==> src/rtl/vcc_pkg.sv <==
package vcc_pkg;

   typedef enum logic {
      FA_IDLE  = 1'b0,
      FA_GRANT = 1'b1
   } fa_state_e;

   function automatic int unsigned cnt_width(input int unsigned n);
      return (n > 1) ? $clog2(n) : 1;
   endfunction

   function automatic bit is_pow2(input longint unsigned n);
      return (n != 0) && ((n & (n - 1)) == 0);
   endfunction

endpackage

==> src/rtl/vcc_decode.sv <==
module vcc_decode #(
   parameter int unsigned ADDR_W     = 16,
   parameter int unsigned CONT_LO    = 32'h4000,
   parameter int unsigned CONT_HI    = 32'h7FFF,
   parameter bit          IO_CONTEND = 1'b1
) (
   input  logic [ADDR_W-1:0] addr_i,
   input  logic              mem_req_i,
   input  logic              io_req_i,
   input  logic              rd_i,
   input  logic              wr_i,
   output logic              cont_req_o,
   output logic              cont_active_o
);

   localparam longint unsigned SPAN = longint'(CONT_HI) - longint'(CONT_LO) + 1;
   localparam bit ALIGNED = vcc_pkg::is_pow2(SPAN) && ((longint'(CONT_LO) % SPAN) == 0);
   localparam logic [ADDR_W-1:0] LO_V   = ADDR_W'(CONT_LO);
   localparam logic [ADDR_W-1:0] HI_V   = ADDR_W'(CONT_HI);
   localparam logic [ADDR_W-1:0] MASK_V = ~ADDR_W'(SPAN - 1);

   logic in_win;
   logic io_even;

   // Window decode: a power-of-two aligned window needs only a mask compare.
   generate
      if (ALIGNED) begin : g_mask_dec
         assign in_win = ((addr_i & MASK_V) == LO_V);
      end else begin : g_range_dec
         assign in_win = (addr_i >= LO_V) && (addr_i <= HI_V);
      end
   endgenerate

   generate
      if (IO_CONTEND) begin : g_io_on
         assign io_even = io_req_i & ~addr_i[0];
      end else begin : g_io_off
         assign io_even = 1'b0;
      end
   endgenerate

   assign cont_req_o    = (mem_req_i & in_win) | io_even;
   assign cont_active_o = cont_req_o & (rd_i | wr_i);

endmodule

==> src/rtl/vcc_fetch_arb.sv <==
module vcc_fetch_arb #(
   parameter int unsigned FETCH_LEN = 4
) (
   input  logic clk_i,
   input  logic rst_ni,
   input  logic disp_active_i,
   input  logic fetch_slot_i,
   input  logic cont_active_i,
   output logic grant_o,
   output logic snow_o
);

   localparam int unsigned CW = vcc_pkg::cnt_width(FETCH_LEN);
   localparam logic [CW-1:0] LOAD_V = CW'(FETCH_LEN - 1);

   vcc_pkg::fa_state_e state_q;
   logic [CW-1:0]      cnt_q;
   logic               snow_q;
   logic               busy;
   logic               start;

   // A CPU frozen by an active grant makes no progress and cannot block a fetch.
   assign busy  = cont_active_i & (state_q != vcc_pkg::FA_GRANT);
   assign start = fetch_slot_i & ~busy;

   always_ff @(posedge clk_i) begin
      if (!rst_ni) begin
         state_q <= vcc_pkg::FA_IDLE;
         cnt_q   <= '0;
         snow_q  <= 1'b0;
      end else if (!disp_active_i) begin
         state_q <= vcc_pkg::FA_IDLE;
         cnt_q   <= '0;
         snow_q  <= 1'b0;
      end else begin
         if (fetch_slot_i) begin
            snow_q <= busy;
         end
         if (start) begin
            state_q <= vcc_pkg::FA_GRANT;
            cnt_q   <= LOAD_V;
         end else if (state_q == vcc_pkg::FA_GRANT) begin
            if (cnt_q == '0) begin
               state_q <= vcc_pkg::FA_IDLE;
            end else begin
               cnt_q <= cnt_q - CW'(1);
            end
         end
      end
   end

   assign grant_o = (state_q == vcc_pkg::FA_GRANT);
   assign snow_o  = snow_q;

endmodule

==> src/rtl/vcc_clk_gate.sv <==
module vcc_clk_gate (
   input  logic clk_i,
   input  logic rst_ni,
   input  logic hold_i,
   output logic cpu_clk_o
);

   logic cpu_clk_q;

   // Half-rate CPU clock; a hold freezes it only once it is high.
   always_ff @(posedge clk_i) begin
      if (!rst_ni) begin
         cpu_clk_q <= 1'b1;
      end else if (!(hold_i && cpu_clk_q)) begin
         cpu_clk_q <= ~cpu_clk_q;
      end
   end

   assign cpu_clk_o = cpu_clk_q;

endmodule

==> src/rtl/vcc_irq_gen.sv <==
module vcc_irq_gen #(
   parameter int unsigned IRQ_LEN = 32
) (
   input  logic clk_i,
   input  logic rst_ni,
   input  logic vsync_i,
   output logic irq_o
);

   localparam int unsigned IW = $clog2(IRQ_LEN + 1);
   localparam logic [IW-1:0] LOAD_V = IW'(IRQ_LEN);

   logic          vs_q;
   logic [IW-1:0] cnt_q;
   logic          rise;

   assign rise = vsync_i & ~vs_q;

   always_ff @(posedge clk_i) begin
      if (!rst_ni) begin
         vs_q  <= 1'b0;
         cnt_q <= '0;
      end else begin
         vs_q <= vsync_i;
         if (rise) begin
            cnt_q <= LOAD_V;
         end else if (cnt_q != '0) begin
            cnt_q <= cnt_q - IW'(1);
         end
      end
   end

   assign irq_o = (cnt_q != '0);

endmodule

==> src/rtl/vram_contend_ctrl.sv <==
module vram_contend_ctrl #(
   parameter int unsigned ADDR_W     = 16,
   parameter int unsigned CONT_LO    = 32'h4000,
   parameter int unsigned CONT_HI    = 32'h7FFF,
   parameter bit          IO_CONTEND = 1'b1,
   parameter int unsigned FETCH_LEN  = 4,
   parameter int unsigned IRQ_LEN    = 32
) (
   input  logic              clk_i,
   input  logic              rst_ni,
   input  logic [ADDR_W-1:0] cpu_addr_i,
   input  logic              cpu_mem_req_i,
   input  logic              cpu_io_req_i,
   input  logic              cpu_rd_i,
   input  logic              cpu_wr_i,
   input  logic              disp_active_i,
   input  logic              fetch_slot_i,
   input  logic              vsync_i,
   output logic              cpu_clk_o,
   output logic              vid_grant_o,
   output logic              snow_o,
   output logic              irq_o
);

   generate
      if (ADDR_W < 2 || ADDR_W > 32) begin : g_bad_addr_w
         $error("vram_contend_ctrl: ADDR_W must lie in 2..32");
      end
      if (CONT_LO > CONT_HI) begin : g_bad_window
         $error("vram_contend_ctrl: CONT_LO must not exceed CONT_HI");
      end
      if (FETCH_LEN < 1) begin : g_bad_fetch
         $error("vram_contend_ctrl: FETCH_LEN must be at least 1");
      end
      if (IRQ_LEN < 1) begin : g_bad_irq
         $error("vram_contend_ctrl: IRQ_LEN must be at least 1");
      end
   endgenerate

   logic cont_req;
   logic cont_active;
   logic hold;

   vcc_decode #(
      .ADDR_W     (ADDR_W),
      .CONT_LO    (CONT_LO),
      .CONT_HI    (CONT_HI),
      .IO_CONTEND (IO_CONTEND)
   ) u_decode (
      .addr_i        (cpu_addr_i),
      .mem_req_i     (cpu_mem_req_i),
      .io_req_i      (cpu_io_req_i),
      .rd_i          (cpu_rd_i),
      .wr_i          (cpu_wr_i),
      .cont_req_o    (cont_req),
      .cont_active_o (cont_active)
   );

   vcc_fetch_arb #(
      .FETCH_LEN (FETCH_LEN)
   ) u_fetch_arb (
      .clk_i         (clk_i),
      .rst_ni        (rst_ni),
      .disp_active_i (disp_active_i),
      .fetch_slot_i  (fetch_slot_i),
      .cont_active_i (cont_active),
      .grant_o       (vid_grant_o),
      .snow_o        (snow_o)
   );

   // Stall only a contended CPU cycle, and only inside the picture area.
   assign hold = vid_grant_o & cont_req & disp_active_i;

   vcc_clk_gate u_clk_gate (
      .clk_i     (clk_i),
      .rst_ni    (rst_ni),
      .hold_i    (hold),
      .cpu_clk_o (cpu_clk_o)
   );

   vcc_irq_gen #(
      .IRQ_LEN (IRQ_LEN)
   ) u_irq_gen (
      .clk_i   (clk_i),
      .rst_ni  (rst_ni),
      .vsync_i (vsync_i),
      .irq_o   (irq_o)
   );

endmodule

==> config.mk <==
export PLATFORM = sky130hd
export DESIGN_NAME = vram_contend_ctrl
export DESIGN_NICKNAME = d
export VERILOG_FILES = /design/src/rtl/vcc_pkg.sv /design/src/rtl/vcc_decode.sv /design/src/rtl/vcc_fetch_arb.sv /design/src/rtl/vcc_clk_gate.sv /design/src/rtl/vcc_irq_gen.sv /design/src/rtl/vram_contend_ctrl.sv
export SDC_FILE = /design/constraint.sdc
export NUM_CORES = 1
export LEC_CHECK = 0
export BUFFER_PORTS_ARGS = -buffer_cell sky130_fd_sc_hd__buf_4
export CELL_PAD_IN_SITES_DETAIL_PLACEMENT = 1
export CELL_PAD_IN_SITES_GLOBAL_PLACEMENT = 2
export CORE_MARGIN = 2
export CORE_UTILIZATION = 26
export DETAILED_ROUTE_END_ITERATION = 6
export PLACE_DENSITY = 0.91
export SLEW_MARGIN = 5
export SYNTH_ARGS = -nofsm -noshare
export SYNTH_HDL_FRONTEND = slang
export SYNTH_SLANG_ARGS = --single-unit
export TNS_END_PERCENT = 5
==> constraint.sdc <==
create_clock -name clk_i -period 3.9 [get_ports clk_i]
set_input_delay 0.195 -clock clk_i [delete_from_list [all_inputs] [get_ports clk_i]]
set_output_delay 0.195 -clock clk_i [all_outputs]
set_load 0.01 [all_outputs]
======== Word-level counts from Yosys, hierarchy flattened ========
Index checks and enable logic that the tools add are counted.
operators by class
  reduce and logical (&&, ||, !) cells .... 8
  muxes and demuxes ....................... 8
  magnitude comparators ................... 0
  $add $sub $neg .......................... 2
  shifts and indexed selects .............. 0
  multiply operators ...................... 0
  div/mod/pow operators ................... 0
  eq/ne operators ......................... 2
  bitwise operators ....................... 16
operator list
  operator                                                                 number
  6-bit 2-to-1 mux                                                         2
  1-bit AND                                                                8
  2-bit 2-to-1 mux                                                         3
  1-bit inverter                                                           6
  6-bit nonzero test                                                       1
  6-bit by 1-bit subtractor with 6-bit output, second input constant       1
  2-bit AND reduction                                                      2
  2-bit nonzero test                                                       2
  1-bit 2-to-1 mux                                                         3
  2-bit by 1-bit equality test with 1-bit output, second input constant    1
  2-bit zero test                                                          1
  2-bit by 1-bit inequality test with 1-bit output, second input constant  1
  1-bit bitwise OR                                                         2
  2-bit OR reduction                                                       1
  2-bit by 1-bit subtractor with 2-bit output, second input constant       1
  1-bit logical AND                                                        1
word-level totals
  bits in latches ......................... 0
  input port bits ......................... 25
  RAM bits ................................ 0
  bits in registers ....................... 12
  memories kept ........................... 0
  word-level logic and storage cells ...... 43
  ROM bits ................................ 0

======== Longest topological paths before layout ========
  word-level depth ........................ 9
  gate-level depth with buffers ........... 6

======== Cells and area by module ========
From an unflattened synthesis, not the netlist that was laid out.
second synthesis, totals
  cells, all modules ...................... 64
  area total of the unflattened synthesis .. 620.6 sq um
modules (own cells, without submodules)
  module             cells each  times used  area an instance (sq um)
  vcc_irq_gen        35          1           349.1
  vcc_fetch_arb      21          1           195.2
  vcc_decode         5           1           42.5
  vcc_clk_gate       2           1           27.5
  vram_contend_ctrl  1           1           6.3

======== Worst setup path before layout ========
No wires, ideal clock.
  path kind ............................... flip-flop to flip-flop
  start ................................... register u_irq_gen.cnt_q[0]
  end ..................................... register u_irq_gen.cnt_q[1]
  arrival time ............................ 1.275 ns
  slack ................................... 2.545 ns
  library setup time ...................... 0.079 ns
  cell stages (with the launch flop) ...... 7
  cell sequence ........................... dfxtp_1 inv_1 ha_1 or2b_2 nor2_8 inv_2 a211oi_2
between the ends
  word-level cells in the longest chain between the ends .. 1
ends and longest elaborated chain
  element                 line                     text
  from (decl)             vcc_irq_gen.sv:14        logic [IW-1:0] cnt_q;
  from (signal assigned)  vcc_irq_gen.sv:28        cnt_q <= cnt_q - IW'(1);
  6-bit nonzero test      -
  named net irq_o         vram_contend_ctrl.sv:22  output logic irq_o
The timed path passes the listed nets, and every way through them passes these cells.
A chain may end at the register's enable or synchronous reset.

======== Worst setup path after layout ========
  start ................................... register u_irq_gen.cnt_q[0]
  end ..................................... output irq_o
between the ends
  word-level cells in the longest chain between the ends .. 1
ends and longest elaborated chain
  element             line                     text
  6-bit nonzero test  vcc_irq_gen.sv:33        assign irq_o = (cnt_q != '0);
  to (decl)           vram_contend_ctrl.sv:22
Every way passes these cells.

==> metrics.txt <==
run status finished clean; most common cell after layout, fill and taps aside buf_4; CTS tree done; first-pass GRT wire length 2370 µm; Initial Util 0.270; die width 51.7 µm; Die Y 51.7 µm; per-cell routed wire length approximately 12 µm; # DRC 0; Syn. warnings 0; largest net degree at the start of global routing 7; total power a little under 0.6 mW; Hold/Removal Path Class in2reg; CTS H-tree lvls 1; critical path class reg2out; worst-path cell chain inv_1, ha_1, or2b_2, nor2_8, inv_2, buf_4; VDD IR-drop max 0.000238 V; RSZ-0062 raised after global routing false; Setup Skew around 8.4 ps; Vias per Instance around 4.8; # rows 17; synthesized area just under 600 µm²; slowest CP cell or2b_2; Root Driver clkbuf_4; Final nets around 110; arrival time at the worst endpoint roughly 1600 ps; number of global-route vias before repair 551; highest metal layer with signal wires met4; # hold bufs at CTS 0; setup_tns 0 ps; r2r worst-path depth 6; M1 WL between 500 and 600 µm; fraction of layout cells with a size suffix above 1 0.293; reg2reg setup slack roughly 2400 ps; area delta synth->final 28.8%; DR WL met2 ~740 µm; Clock Tree Buf Depth 2; HPWL after DPL ~1200 µm; Tcrit/Tclk final 0.469; Port Buffers 15; CP max stage delay 380 ps; first-iteration detailed-routing DRC count 0; GR Util All Layers 0.121; Slew Limit Headroom 0.742; Antenna Cells 0; Clock Latency Late Sink between 200 and 300 ps; io pins 29; post-cts sizing count 0; total vias in the final route approximately 520; CP required roughly 3700 ps; Final Critical Period about 1800 ps; Worst path top cell family by delay simple AND/OR/NAND/NOR gates; initial antenna violation count 0; Finish-stage setup viols 0; RePlAce Congestion between 0.6 and 0.7; Least-Margin Pin Slew 382 ps; Pre-antenna DRT Iters 1; commonest non-fill, non-tap cells in the layout 15 x buf_4, 12 x dfxtp_1, 8 x nor3_1, 5 x inv_1; PD cells around 760 nW/µm²; Detail Route Antenna Nets 0; Setup Buffers After CTS 0; synthesized area per cell 9.25 µm²; grt total ovfl 0; Stages on worst setup path 6; Die ar. between 2000 and 3000 µm²; CP Max Fanout 5; Max Slew Vio Count 0; Sink Count 12; worst hold path cell count 2; post-synthesis register bit count 12; Syn Nets 92; Clock transition at path regs ~80 ps; fmax 547 MHz; Cell variety after synth 27; Cells after Synth 64; sequential-to-total area share from yosys stat 0.406; DRT Wirelength ~1400 µm; CP endpoint kind primary output; Num CTS Buffers 3; # Max-Cap Violations 0; cell leakage power 0.319 nW; Fillers 263; critical path buffer and inverter count 3; met3 routed wirelength about 58 µm; endpoints failing hold 0; startpoint types flop; Core Area approximately 2200 µm²
[cell families (layout without fill, tap and decap cells)]
logic type | after synthesis | in the layout | share of synthesized area
and+or+nand+nor | 29 | 29 | 0.309
buffers and inverters | 6 | 24 | 0.0381
muxes | 1 | 1 | 0.0190
xor gates and xnor gates | 4 | 4 | 0.0592
AOI/OAI and AO/OA | 9 | 9 | 0.106
adders and majority gates | 3 | 3 | 0.0634
DFF | 12 | 12 | 0.406
[through the flow]
step	worst slack (ps)	instance area (µm²)	hold slack [ps]	util	cells
after detailed placement	2340	739	387	0.338	107
after global routing	1930	762	127	0.348	110
after global placement	2410	739	380	0.338	107
final	2070	762	135	0.348	110
after floorplan	2550	592	280	-	64
after CTS	2040	762	134	0.348	110
[worst reg2reg max path, stage by stage (launching register included)]
cell and delay (ps):
dfxtp_1 350, inv_1 120, ha_1 210, or2b_2 380, nor2_8 120, inv_2 50
a211oi_2 190
[synth_stat cells]
cell	instances	area share
dfxtp_1	12	0.41
nor3_1	8	0.068
inv_1	5	0.032
a31oi_1	4	0.042
xnor2_1	4	0.059
ha_1	3	0.063
nand2_1	3	0.019
nor2_1	3	0.019
nor2b_1	3	0.032
nand2b_1	2	0.021
a211oi_2	1	0.021
a21oi_1	1	0.0084
and2_1	1	0.011
and3_1	1	0.011
and3b_1	1	0.015
inv_2	1	0.0063
mux2_2	1	0.019
nand3_1	1	0.0084
nor2_8	1	0.034
nor3b_1	1	0.013
nor4_1	1	0.011
o211ai_1	1	0.013
o21ai_0	1	0.0084
o31ai_1	1	0.013
or2b_2	1	0.015
or3_4	1	0.019
or3b_1	1	0.015
[area by class of cell]
cell class                      instances  area (µm²)  share of cell area
Sequential cell                        12         240               0.315
Clock buffer                            3        22.5              0.0296
Tap cell                               28        35.0              0.0460
Inverter                                6        22.5              0.0296
Timing Repair Buffer                   15         113               0.148
Multi-Input combinational cell         46         329               0.432
[final timing paths]
path / to / from
max: irq_o / u_irq_gen.cnt_q[0]$_SDFFE_PP0P_
max reg2reg: u_irq_gen.cnt_q[1]$_SDFFE_PP0P_ / u_irq_gen.cnt_q[0]$_SDFFE_PP0P_
min: u_irq_gen.vs_q$_SDFF_PN0_ / vsync_i
min reg2reg: u_clk_gate.cpu_clk_o$_SDFFE_PN1N_ / u_clk_gate.cpu_clk_o$_SDFFE_PN1N_
[power breakdown]
group | switching [mW] | internal [mW]
logic | 0.159 | 0.150
registers | 0.0374 | 0.155
clock network | 0.0392 | 0.0357
total | 0.236 | 0.341
[state kept, by name, summed over array words and instances (netlist names)]
| name | flops |
|---|---|
| u_irq_gen.vs_q | 1 |
| u_fetch_arb.grant_o | 1 |
| u_fetch_arb.cnt_q | 2 |
| u_fetch_arb.snow_o | 1 |
| u_irq_gen.cnt_q | 6 |
| u_clk_gate.cpu_clk_o | 1 |
[per-layer routing]
layer / vias to the layer above / GRT usage
li1: 260 / -
met3: 4 / 0.0259
met5: - / 0
met1: 245 / 0.121
met4: 0 / 0.0526
met2: 15 / 0.235
(Power assumes the default switching activity.)
